## config.mk

```make
export PLATFORM = sky130hd
export DESIGN_NAME = pag_dag_top
export DESIGN_NICKNAME = d
export VERILOG_FILES = /design/src/rtl/pag_pkg.sv /design/src/rtl/pag_regbank.sv /design/src/rtl/pag_addr_unit.sv /design/src/rtl/pag_out_reg.sv /design/src/rtl/pag_dag_top.sv
export SDC_FILE = /design/constraint.sdc
export NUM_CORES = 1
export LEC_CHECK = 0
export BUFFER_PORTS_ARGS = -buffer_cell sky130_fd_sc_hd__buf_2
export CAP_MARGIN = 40
export CORE_UTILIZATION = 40
export DETAILED_ROUTE_END_ITERATION = 7
export PLACE_DENSITY_LB_ADDON = 0.15
export SETUP_SLACK_MARGIN = 0.05
export SLEW_MARGIN = 20
export SYNTH_ARGS = -nofsm -noshare
export SYNTH_HDL_FRONTEND = slang
export SYNTH_SLANG_ARGS = --single-unit
```

## constraint.sdc

```tcl
create_clock -name clk -period 3.12 [get_ports clk]
set_input_delay 0 -clock clk [delete_from_list [all_inputs] [get_ports clk]]
set_output_delay 0 -clock clk [all_outputs]
set_load 0.02 [all_outputs]
```

## src/rtl/pag_pkg.sv

```systemverilog
package pag_pkg;
  localparam int unsigned IDX_W  = 16;
  localparam int unsigned PAGE_W = 8;
  localparam int unsigned IMM_W  = 8;

  typedef enum logic [2:0] {
    OP_NOP    = 3'd0,
    OP_POST_M = 3'd1,
    OP_POST_I = 3'd2,
    OP_PRE_M  = 3'd3,
    OP_PRE_I  = 3'd4,
    OP_STEP_I = 3'd5
  } pag_op_e;

  typedef enum logic [1:0] {
    WK_INDEX  = 2'd0,
    WK_MODIFY = 2'd1,
    WK_PAGE   = 2'd2
  } pag_wkind_e;

  function automatic logic op_is_mem(input logic [2:0] op);
    return (op == OP_POST_M) || (op == OP_POST_I) || (op == OP_PRE_M) || (op == OP_PRE_I);
  endfunction

  function automatic logic op_is_post(input logic [2:0] op);
    return (op == OP_POST_M) || (op == OP_POST_I);
  endfunction

  function automatic logic op_uses_imm(input logic [2:0] op);
    return (op == OP_POST_I) || (op == OP_PRE_I) || (op == OP_STEP_I);
  endfunction

  function automatic logic op_writes_back(input logic [2:0] op);
    return op_is_post(op) || (op == OP_STEP_I);
  endfunction
endpackage

```

## src/rtl/pag_regbank.sv

```systemverilog
module pag_regbank #(
  parameter int unsigned N = 8,
  parameter int unsigned W = 16,
  localparam int unsigned SW = (N > 1) ? $clog2(N) : 1
) (
  input  logic              clk,
  input  logic              rst_n,
  input  logic              we,
  input  logic [SW-1:0]     wsel,
  input  logic [W-1:0]      wdata,
  input  logic              upd_en,
  input  logic [SW-1:0]     upd_sel,
  input  logic [W-1:0]      upd_data,
  output logic [N-1:0][W-1:0] q
);
  for (genvar g = 0; g < N; g++) begin : g_ent
    logic [W-1:0] nxt;
    logic         en;

    always_comb begin
      nxt = q[g];
      en  = 1'b0;
      if (we && (wsel == SW'(g))) begin
        nxt = wdata;
        en  = 1'b1;
      end else if (upd_en && (upd_sel == SW'(g))) begin
        nxt = upd_data;
        en  = 1'b1;
      end
    end

    always_ff @(posedge clk or negedge rst_n) begin
      if (!rst_n) begin
        q[g] <= '0;
      end else if (en) begin
        q[g] <= nxt;
      end
    end
  end
endmodule

```

## src/rtl/pag_addr_unit.sv

```systemverilog
module pag_addr_unit
  import pag_pkg::*;
#(
  parameter int unsigned IW = IDX_W,
  parameter int unsigned PW = PAGE_W,
  parameter int unsigned MW = IMM_W
) (
  input  logic [2:0]     op,
  input  logic [IW-1:0]  idx_val,
  input  logic [IW-1:0]  mod_val,
  input  logic [MW-1:0]  imm,
  input  logic [PW-1:0]  page_val,
  output logic [PW+IW-1:0] eff_addr,
  output logic           mem_acc,
  output logic           idx_upd,
  output logic [IW-1:0]  idx_new
);
  logic [IW-1:0] imm_ext;
  logic [IW-1:0] offset;
  logic [IW-1:0] sum;

  always_comb begin
    imm_ext  = {{(IW-MW){imm[MW-1]}}, imm};
    offset   = op_uses_imm(op) ? imm_ext : mod_val;
    sum      = idx_val + offset;
    mem_acc  = op_is_mem(op);
    idx_upd  = op_writes_back(op);
    idx_new  = sum;
    eff_addr = {page_val, (op_is_post(op) ? idx_val : sum)};
  end
endmodule

```

## src/rtl/pag_out_reg.sv

```systemverilog
module pag_out_reg #(
  parameter int unsigned AW = 24
) (
  input  logic          clk,
  input  logic          rst_n,
  input  logic          ld,
  input  logic [AW-1:0] addr_d,
  output logic [AW-1:0] addr_q,
  output logic          vld_q
);
  logic [AW-1:0] addr_nxt;

  always_comb begin
    addr_nxt = ld ? addr_d : addr_q;
  end

  always_ff @(posedge clk or negedge rst_n) begin
    if (!rst_n) begin
      addr_q <= '0;
      vld_q  <= 1'b0;
    end else begin
      addr_q <= addr_nxt;
      vld_q  <= ld;
    end
  end
endmodule

```

## src/rtl/pag_dag_top.sv

```systemverilog
module pag_dag_top
  import pag_pkg::*;
#(
  parameter int unsigned N_IDX   = 8,
  parameter int unsigned N_PAGE  = 2,
  localparam int unsigned ISW    = $clog2(N_IDX),
  localparam int unsigned PSW    = (N_PAGE > 1) ? $clog2(N_PAGE) : 1,
  localparam int unsigned AW     = PAGE_W + IDX_W
) (
  input  logic              clk,
  input  logic              rst_n,
  input  logic [2:0]        op_i,
  input  logic [ISW-1:0]    isel_i,
  input  logic [ISW-1:0]    msel_i,
  input  logic [IMM_W-1:0]  imm_i,
  input  logic              wr_en_i,
  input  logic [1:0]        wr_kind_i,
  input  logic [ISW-1:0]    wr_sel_i,
  input  logic [IDX_W-1:0]  wr_data_i,
  output logic [AW-1:0]     addr_o,
  output logic              addr_vld_o
);
  logic [N_IDX-1:0][IDX_W-1:0]   idx_q;
  logic [N_IDX-1:0][IDX_W-1:0]   mod_q;
  logic [N_PAGE-1:0][PAGE_W-1:0] page_q;

  logic              wr_idx, wr_mod, wr_pg;
  logic [PSW-1:0]    pg_of_isel;
  logic [IDX_W-1:0]  idx_cur, mod_cur;
  logic [PAGE_W-1:0] page_cur;
  logic [AW-1:0]     eff_addr;
  logic              mem_acc, idx_upd;
  logic [IDX_W-1:0]  idx_new;

  always_comb begin
    wr_idx     = wr_en_i && (wr_kind_i == WK_INDEX);
    wr_mod     = wr_en_i && (wr_kind_i == WK_MODIFY);
    wr_pg      = wr_en_i && (wr_kind_i == WK_PAGE);
    pg_of_isel = isel_i[ISW-1 -: PSW];
    idx_cur    = idx_q[isel_i];
    mod_cur    = mod_q[msel_i];
    page_cur   = page_q[pg_of_isel];
  end

  pag_regbank #(.N(N_IDX), .W(IDX_W)) u_idx (
    .clk(clk), .rst_n(rst_n),
    .we(wr_idx), .wsel(wr_sel_i), .wdata(wr_data_i),
    .upd_en(idx_upd), .upd_sel(isel_i), .upd_data(idx_new),
    .q(idx_q)
  );

  pag_regbank #(.N(N_IDX), .W(IDX_W)) u_mod (
    .clk(clk), .rst_n(rst_n),
    .we(wr_mod), .wsel(wr_sel_i), .wdata(wr_data_i),
    .upd_en(1'b0), .upd_sel('0), .upd_data('0),
    .q(mod_q)
  );

  pag_regbank #(.N(N_PAGE), .W(PAGE_W)) u_page (
    .clk(clk), .rst_n(rst_n),
    .we(wr_pg), .wsel(wr_sel_i[PSW-1:0]), .wdata(wr_data_i[PAGE_W-1:0]),
    .upd_en(1'b0), .upd_sel('0), .upd_data('0),
    .q(page_q)
  );

  pag_addr_unit #(.IW(IDX_W), .PW(PAGE_W), .MW(IMM_W)) u_au (
    .op(op_i), .idx_val(idx_cur), .mod_val(mod_cur), .imm(imm_i),
    .page_val(page_cur), .eff_addr(eff_addr), .mem_acc(mem_acc),
    .idx_upd(idx_upd), .idx_new(idx_new)
  );

  pag_out_reg #(.AW(AW)) u_out (
    .clk(clk), .rst_n(rst_n), .ld(mem_acc), .addr_d(eff_addr),
    .addr_q(addr_o), .vld_q(addr_vld_o)
  );

  logic idx_hit;
  always_comb idx_hit = wr_idx && (wr_sel_i == isel_i);

  assert_vld_after_access_R10: assert property (@(posedge clk) disable iff (!rst_n)
    op_is_mem(op_i) |=> addr_vld_o);

  assert_no_vld_on_step_R5: assert property (@(posedge clk) disable iff (!rst_n)
    !op_is_mem(op_i) |=> (!addr_vld_o && $stable(addr_o)));

  assert_pre_keeps_index_R3: assert property (@(posedge clk) disable iff (!rst_n)
    ((op_i == OP_PRE_M || op_i == OP_PRE_I) && !idx_hit)
      |=> idx_q[$past(isel_i)] == $past(idx_cur));

  assert_post_reg_update_R2: assert property (@(posedge clk) disable iff (!rst_n)
    (op_i == OP_POST_M && !idx_hit)
      |=> idx_q[$past(isel_i)] == IDX_W'($past(idx_cur) + $past(mod_cur)));

  assert_page_bits_R6: assert property (@(posedge clk) disable iff (!rst_n)
    op_is_mem(op_i) |=> addr_o[AW-1 -: PAGE_W] == $past(page_cur));

  assert_page_only_by_port_R8: assert property (@(posedge clk) disable iff (!rst_n)
    !wr_pg |=> $stable(page_q));

  assert_port_write_wins_R9: assert property (@(posedge clk) disable iff (!rst_n)
    wr_idx |=> idx_q[$past(wr_sel_i)] == $past(wr_data_i));
endmodule

```

[Word-level counts from Yosys, hierarchy flattened]
Index checks and enable logic that the tools add are counted.
Word-level totals
  logic and storage cells: 160
  bits of input ports: 41
  register bits: 297
  output and inout bits: 25
Operators by class
  mux-type cells: 50
  $lt $le $gt $ge: 3
  add/subtract/negate cells: 1
  equality and inequality tests: 21
  bitwise operators: 1
  reduce and logical (&&, ||, !) cells: 64
Operators by type and width (number)
  $mux W16: 20
  $bmux W16 S3: 2
  $reduce_and A2 Y1: 18
  $eq A3 B3 Y1 const B: 10
  $logic_and A1 B1 Y1: 29
  $mux W1: 26
  $eq A3 B2 Y1 const B: 6
  $add A16 B16 Y16: 1
  $mux W8: 2
  $reduce_bool A2 Y1: 8
  $eq A3 B1 Y1 const B: 3
  $lt A3 B4 Y1 const B: 2
  $logic_not A3 Y1: 2
  $logic_or A1 B1 Y1: 6
  $eq A2 B1 Y1 const B: 1
  $eq A2 B2 Y1 const B: 1
  $logic_not A2 Y1: 1
  $lt A1 B2 Y1 const B: 1
  $not A1 Y1: 1

[Logic depth before layout (Yosys ltp)]
Gate-level depths: netlist of the first run.
  depth in word-level cells: 7
  gate-level depth with buffers: 16
  depth with buffers taken out: 14

[By module]
Synthesis of the first run repeated with hierarchy kept, for this count alone.
Unflattened totals
  cells, all modules: 1632
  area, all modules: 17884.7 µm²
Modules (own cells, without submodules)
  pag_regbank (u_idx ...): sequential area each 3203.1 µm², times used 2, cells an instance 599, area each 6232.2 µm²
  pag_dag_top: sequential area each 0.0 µm², times used 1, cells an instance 127, area each 2264.7 µm²
  pag_addr_unit: sequential area each 0.0 µm², times used 1, cells an instance 182, area each 1348.8 µm²
  pag_out_reg: sequential area each 625.6 µm², times used 1, cells an instance 52, area each 1022.2 µm²
  pag_regbank (u_page): sequential area each 400.4 µm², times used 1, cells an instance 73, area each 784.5 µm²

[Worst setup path before layout of the first run]
OpenSTA, ideal clock, no wires.
  kind: in2reg
  start point: input isel_i[0]
  end point: register u_idx.q[110] (netlist name)
  buffers on the path: 3
  setup slack: -0.170 ns
  cell stages on the path: 13
  arrival time: 3.151 ns
  data required time: 2.981 ns
  cell sequence: buf_2 > buf_2 > mux4_2 > mux2_2 > ha_1 > a21o_1 > a21oi_1 > o21bai_1 > a311o_1 > or3_1 > clkbuf_1 > nand4_1 > a31oi_1
Between the ends
  word-level cells in the longest chain between the ends: 5
RTL lines
  from (decl): line pag_dag_top.sv:13  | input logic [ISW-1:0] isel_i,
  $bmux W16 S3 or $eq A3 B3 Y1 (tied branches): line pag_dag_top.sv:40, pag_regbank.sv:26
  $mux W16 (implied by the code) or $logic_and A1 B1 Y1 (tied branches): line pag_dag_top.sv:40, pag_regbank.sv:26
  $add A16 B16 Y16 or $mux W1 (tied branches): line pag_addr_unit.sv:25, pag_regbank.sv:26
  $mux W16 or $mux W1 (tied branches): line pag_regbank.sv:26, pag_regbank.sv:23
  $mux W16 or $reduce_and A2 Y1 (tied branches)
  to (signal, indexed assignment): line pag_regbank.sv:36  | q[g] <= nxt;
  to (decl): line pag_regbank.sv:14  | output logic [N-1:0][W-1:0] q
Parallel ways exist; a longest one is shown, timed or not. The select of a mux whose other input is x is not followed.
A chain may end at the register's enable or synchronous reset.

[Worst setup path after layout of the first run]
  start point: register u_idx.q[114] (netlist name)
  end point: register u_idx.q[124] (netlist name)
Between the ends
  word-level cells in the longest chain between the ends: 5
RTL lines
  $bmux W16 S3: line pag_dag_top.sv:40  | idx_cur = idx_q[isel_i];
  $mux W16 (implied by the code): line pag_dag_top.sv:40
  $add A16 B16 Y16: line pag_addr_unit.sv:25  | sum = idx_val + offset;
  $mux W16: line pag_regbank.sv:26  | end else if (upd_en && (upd_sel == SW'(g))) begin
  $mux W16: line pag_regbank.sv:23  | if (we && (wsel == SW'(g))) begin
Every way passes these cells. The select of a mux whose other input is x is not followed.

==> results of run 1 <==
## worst register-to-register path, cell delays in order (launching register included)
cell	delay [ps]
dfrtp_1	370
mux4_2	470
mux2_4	310
ha_1	320
nor2b_2	170
o211ai_1	210
a21boi_2	130
buf_4	160
o21a_1	200
or4b_4	500
nand3_4	90
buf_6	140
o21ai_2	60
## registers in the layout, summed over array words and instances, names as in the netlist
| name | count |
|---|---|
| u_out.addr_q | 24 |
| u_mod.q | 128 |
| u_idx.q | 128 |
| u_out.vld_q | 1 |
| u_page.q | 16 |
## repair_timing
action                     CTS  global route
hold buffers                16             0
setup endpoints to repair   67            81
resized for setup           49            54
pin swaps                   41            42
buffers inserted             6             4
gates cloned                 5             2
hold endpoints to repair   190             0
## report_power, final
group | internal [mW] | switching [mW]
sequential | 5.16 | 0.684
clock | 2.39 | 1.65
combinational | 3.67 | 3.76
## per-stage QoR
step           hold slack (ps)  instance area, sq um  util, %  TNS, ps
2_1_floorplan             -296                 15300        -        0
3_3_place_gp              63.9                 17100     45.5   -19480
3_5_place_dp              72.4                 17200     45.5   -18570
4_1_cts                   9.90                 18700     49.7    -1260
5_1_grt                   45.2                 19000     50.5    -9310
6_report                  65.1                 19000     50.5    -2200
## final cells by class
class,count,area [sq um],share of cell area [%]
Antenna cell,1,2.50,0.0132
Clock inverter,5,42.5,0.224
Tap cell,511,639,3.36
Timing Repair Buffer,255,1970,10.4
Sequential cell,297,7430,39.1
Clock buffer,57,1090,5.73
Multi-Input combinational cell,942,7810,41.1
Inverter,5,18.8,0.0987
## synth_stat cells (17+ instances only)
master	number	area share, %
nor2_1	100	2.5
a21oi_1	117	3.8
dfrtp_1	297	49
mux4_2	62	9.1
a221o_1	17	1.1
o21ai_0	74	2.4
o21ai_1	36	1.2
mux2i_1	51	3.3
buf_2	19	0.62
and3_1	45	1.8
mux2_2	150	11
nand2_1	122	3.0
clkbuf_1	78	1.9
## layer usage
layer  vias up  wire length [microns]  global-route usage (%)
li1       5299                      -                       -
met1      6094                  21700                    36.1
met2       331                  22200                    39.5
met3        99                   2680                    3.96
met4         2                   1350                    8.21
met5         -                     12                       0
## worst min-delay path by stage
stage | to | slack (ps) | cells past startpoint
final | u_idx.q[79] | 70 | 2
after global routing | u_mod.q[15] | 50 | 2
after CTS | u_mod.q[15] | 10 | 2
after detailed placement | u_idx.q[2] | 70 | 1
after global placement | u_idx.q[2] | 60 | 1
after floorplan | u_idx.q[0] | -300 | 0
## kinds of logic (layout without fill, tap and decap cells)
logic type | after synthesis | count (layout) | share of synthesized area, %
AND/OR/NAND/NOR | 333 | 334 | 10.0
adder cells (fa/ha/maj) | 16 | 16 | 1.36
other | 0 | 1 | 0
multiplexers | 276 | 276 | 24.8
flip-flops | 297 | 297 | 48.6
buffers and inverters | 117 | 322 | 3.03
XOR/XNOR | 11 | 12 | 0.729
AO/OA/AOI/OAI | 303 | 304 | 11.4
==> impl_metrics.ini, run 1 <==
[routing]
via_per_inst = 5.70
drtIter0Drc = 894
remaining_drc_errors = 0
routedWlPerCell_microns = 23.1
first_pass_iters = 5
ant_nets = 0
via_count = 11800
wl_microns = 47900

[synth]
syn_avg_cell_area_sq_um = 11.3
syn-instance-count = 1353
synth_cell_type_count = 51
synth_ff_type = dfrtp_1
ys_ff_latch = 297
synth_area_sq_um = 15300
yosys_warnings = 0
synth_edf_count = 0
postSynth.asyncResetShare_pct = 100
synth-seq-area-share_pct = 48.6
synth_nets = 1410

[global_route]
grt_pass1_wl_microns = 74400
track_usage_pct = 25.4
grt_pass1_vias = 12000
grt_start_max_net_pins = 80
antenna_found_initial = 2
gr-total-overflow = 0

[critical_path]
crit_cells = 12
rr_startpoint = u_idx.q[114]
r2r_end = u_idx.q[124]
worstSetupStartpoint = u_idx.q[114]
crit_chain = mux4_2 -> mux2_4 -> ha_1 -> nor2b_2 -> o211ai_1 -> a21boi_2 -> buf_4 -> o21a_1 -> or4b_4 -> nand3_4 -> buf_6 -> o21ai_2
max_stage_delay_ps = 500
r2r_cells = 12
crit_family = multiplexers
worstPathRequired_ps = 3530
critPathCaptureType = register
criticalPathCategory = register to register
critical_path.max_fanout = 5
critPathArrivalTime_ps = 3660
critical_path.endpoint = u_idx.q[124]
critPathBufInv = 2
worstSetupStartpointType = register
rrSetupSlack_ps = -130
slowest_stage = or4b_4

[timing]
max_slew_margin_pct = 47.3
worst_slack_ps = -131
finalCritPeriodShare_pct = 104
fin_crit_ps = 3250
fmax_ghz = 0.308
hold_viol_final = 0
slew_violations = 0
setup_viol = 32
tightestPinTransition_ps = 788
fin_skew_ps = 22.8
rsz0062_at_grt = yes

[hold_path]
hold_class = input pin to register
min-delay-start = wr_data_i[15]

[clock_network]
clockBufferDepth = 3
cts.sinks = 297
clk_pin_slew_ps = 50
cts-buffers-inserted = 35
clock_latency_ps = 530
cts_tree = yes
cts_max_level = 2
root_buffer = clkbuf_16

[power]
p_leak_nw = 8.61
power.total_mw = 17.3
powerDensity_nw_per_um2 = 911
max-vdd-ir-drop_mv = 0.493

[place]
io_buffers = 65
routabilityCongestion = 0.878
dp_slack_ps = -371
place_inst = 1976
place_hpwl_microns = 31400

[die]
coreArea_sq_um = 37700
initial_core_util_pct = 40.6
dieHeight_microns = 197
dieArea_sq_um = 39000
io_pins = 66
die_width_microns = 197
num_rows = 71

[outcome]
status = complete, but fails checks
violations = negative setup slack

[layout]
final_common_cell = dfrtp_1
fin_nets = 1593
areaGrowthSynthToFinish_pct = 24.4
final_cell_count_no_fill = 2073
fillCellCount = 3419
final_cell_mix = 297 x dfrtp_1, 150 x buf_4, 148 x mux2_2
drive_above_1_share_pct = 37.1

[flow_run]
maxCapViolations = 0
Power figures use the tool's default switching activity.
==> inputs of run 2 (changes only) <==
- SYNTH_HIERARCHICAL: not set -> 1
==> impl_metrics.ini, run 2 <==
[layout]
drive_above_1_share_pct = 24.9
final_cell_mix = 297 x dfrtp_1, 271 x mux2i_1, 163 x nand2_1
top_regs = u_idx/q x128, u_mod/q x128, u_out/addr_q x24
final_common_cell = dfrtp_1
fin_nets = 1856
areaGrowthSynthToFinish_pct = 19.1
fillCellCount = 4114
diodes = 0
final_core_util_pct = 48.3

[critical_path]
rrSetupSlack_ps = -330
worstSetupStartpointType = register
critical_path.max_fanout = 4
critical_path.endpoint = u_out/addr_q[14]
r2r_cells = 12
rr_startpoint = u_mod/q[80]
crit_chain = mux4_2 -> mux2_4 -> mux2_4 -> ha_4 -> fa_2 -> a21oi_4 -> o21a_4 -> o21ai_4 -> a211oi_2 -> o311ai_4 -> mux2_4 -> mux2_4
critPathCaptureType = register
criticalPathCategory = register to register
r2r_end = u_out/addr_q[14]
max_stage_delay_ps = 470
worstPathRequired_ps = 3520
slowest_stage = mux4_2
critPathArrivalTime_ps = 3850
crit_top_cell = mux2_4
worstSetupStartpoint = u_mod/q[80]

[synth]
synth_top_area_share_pct = 41.6
postSynth.asyncResetShare_pct = 100
yosys_warnings = 6
synth_ff_type = dfrtp_1
ys_ff_latch = 297
synth.area.top_cells = dfrtp_1 42%, mux2i_1 15%, mux4_1 8.2%
post-synth-top-count-cell = dfrtp_1
synth-seq-area-share_pct = 41.6
synth_area_sq_um = 17900
synth_cell_type_count = 67
syn_avg_cell_area_sq_um = 11.0
syn-instance-count = 1632
synth_common_cells = 297 x dfrtp_1, 273 x mux2i_1, 164 x nand2_1
synth_edf_count = 0
yosys.area.top_type = dfrtp_1

[clock_network]
cts_max_level = 2
clock_latency_ps = 530
cts-buffers-inserted = 38
cts_tree = yes
clk_pin_slew_ps = 50
cts.sinks = 297
clockBufferDepth = 3
root_buffer = clkbuf_16

[die]
initial_core_util_pct = 40.5
coreArea_sq_um = 44100
io_pins = 66
dieArea_sq_um = 45600
num_rows = 77
dieHeight_microns = 213
die_width_microns = 213

[global_route]
gr-total-overflow = 0
grt_pass1_wl_microns = 79900
grt_pass1_vias = 13000
track_usage_pct = 23.4
grt_start_max_net_pins = 99
antenna_found_initial = 0

[timing]
hold_viol_final = 0
worst_slack_ps = -326
setup_viol = 90
fmax_ghz = 0.290
fin_skew_ps = 12.8
tightestPinTransition_ps = 765
slew_violations = 0
finalCritPeriodShare_pct = 110
tns_ps = -16650
rsz0062_at_grt = yes
max_slew_margin_pct = 49.0
fin_crit_ps = 3450

[routing]
met1_length_microns = 24600
wl_met2_microns = 24600
remaining_drc_errors = 2
routedWlPerCell_microns = 21.7
ant_nets = 0
via_count = 12900
wl_met3_microns = 2100
drtIter0Drc = 947
first_pass_iters = 8
top_layer_used = met4
wl_microns = 52400
via_per_inst = 5.35

[place]
place_hpwl_microns = 32800
routabilityCongestion = 0.824
io_buffers = 65

[power]
max-vdd-ir-drop_mv = 0.445
p_leak_nw = 9.86
powerDensity_nw_per_um2 = 883

[flow_run]
maxCapViolations = 0

[outcome]
violations = design-rule violations, negative setup slack
status = complete, but fails checks

[hold_path]
hold_class = input pin to async pin
==> run 2: worst min-delay path by stage <==
stage	start	end	slack, ps
3_3_place_gp	rst_n	u_mod/q[98]	20
5_1_grt	rst_n	u_mod/q[34]	100
4_1_cts	rst_n	u_mod/q[98]	70
6_report	rst_n	u_mod/q[98]	40
2_1_floorplan	rst_n	u_idx/q[0]	-300
3_5_place_dp	rst_n	u_mod/q[98]	20
==> run 2: layout make-up <==
cell class | count | area (sq um) | share of cell area [%]
Multi-Input combinational cell | 1215 | 9830 | 46.1
Clock buffer | 57 | 1190 | 5.57
Clock inverter | 10 | 108 | 0.505
Tap cell | 592 | 741 | 3.48
Sequential cell | 297 | 7430 | 34.9
Inverter | 4 | 15.0 | 0.0705
Timing Repair Buffer | 242 | 1990 | 9.34
==> run 2: metrics by stage <==
| stage | cells | area, sq um | total power [mW] | setup slack [ps] | hold WS, ps |
|---|---|---|---|---|---|
| after global placement | 2316 | 19400 | 13.4 | -449 | 24.4 |
| after CTS | 2410 | 21100 | 18.6 | -255 | 72.3 |
| after floorplan | 1699 | 18200 | 11.0 | -101 | -296 |
| after global routing | 2417 | 21300 | 19.9 | -481 | 95.8 |
| final | 2417 | 21300 | 18.8 | -326 | 42.1 |
| after detailed placement | 2317 | 19400 | 13.5 | -457 | 21.1 |
==> run 2: cells by family (layout without fill, tap and decap cells) <==
group / count (synthesis) / after routing / share of synthesized area [%]
fa+ha+maj: 17 / 17 / 1.23
other cells: 1 / 68 / 0.0210
compound gates: 331 / 331 / 10.2
flops: 297 / 297 / 41.6
mux: 414 / 414 / 29.8
buf+inv: 187 / 313 / 6.77
xor+xnor: 15 / 15 / 0.735
simple gates: 370 / 370 / 9.66
==> run 2: timing repair <==
action	4_1_cts	5_1_grt
hold buffers	17	0
setup buffers	9	11
hold endpoints to repair	336	0
pin swaps	36	33
setup endpoints to repair	99	108
gates resized for setup	53	24
==> run 2: per-layer routing <==
metal,up-vias,global-route usage (%)
li1,6109,-
met1,6455,32.6
met2,295,38.5
met3,63,2.99
met4,0,6.31
met5,-,0
==> run 2: power by group <==
part	switching, mW	internal, mW
registers	0.761	5.27
clock network	1.73	2.79
logic	4.01	4.24
==> run 2: critical path: cells and delay by family (launching register included) <==
kind / cells / cell delay [ps]
fa+ha+maj: 2 / 550
compound gates: 5 / 830
flops: 1 / 370
mux: 5 / 1550
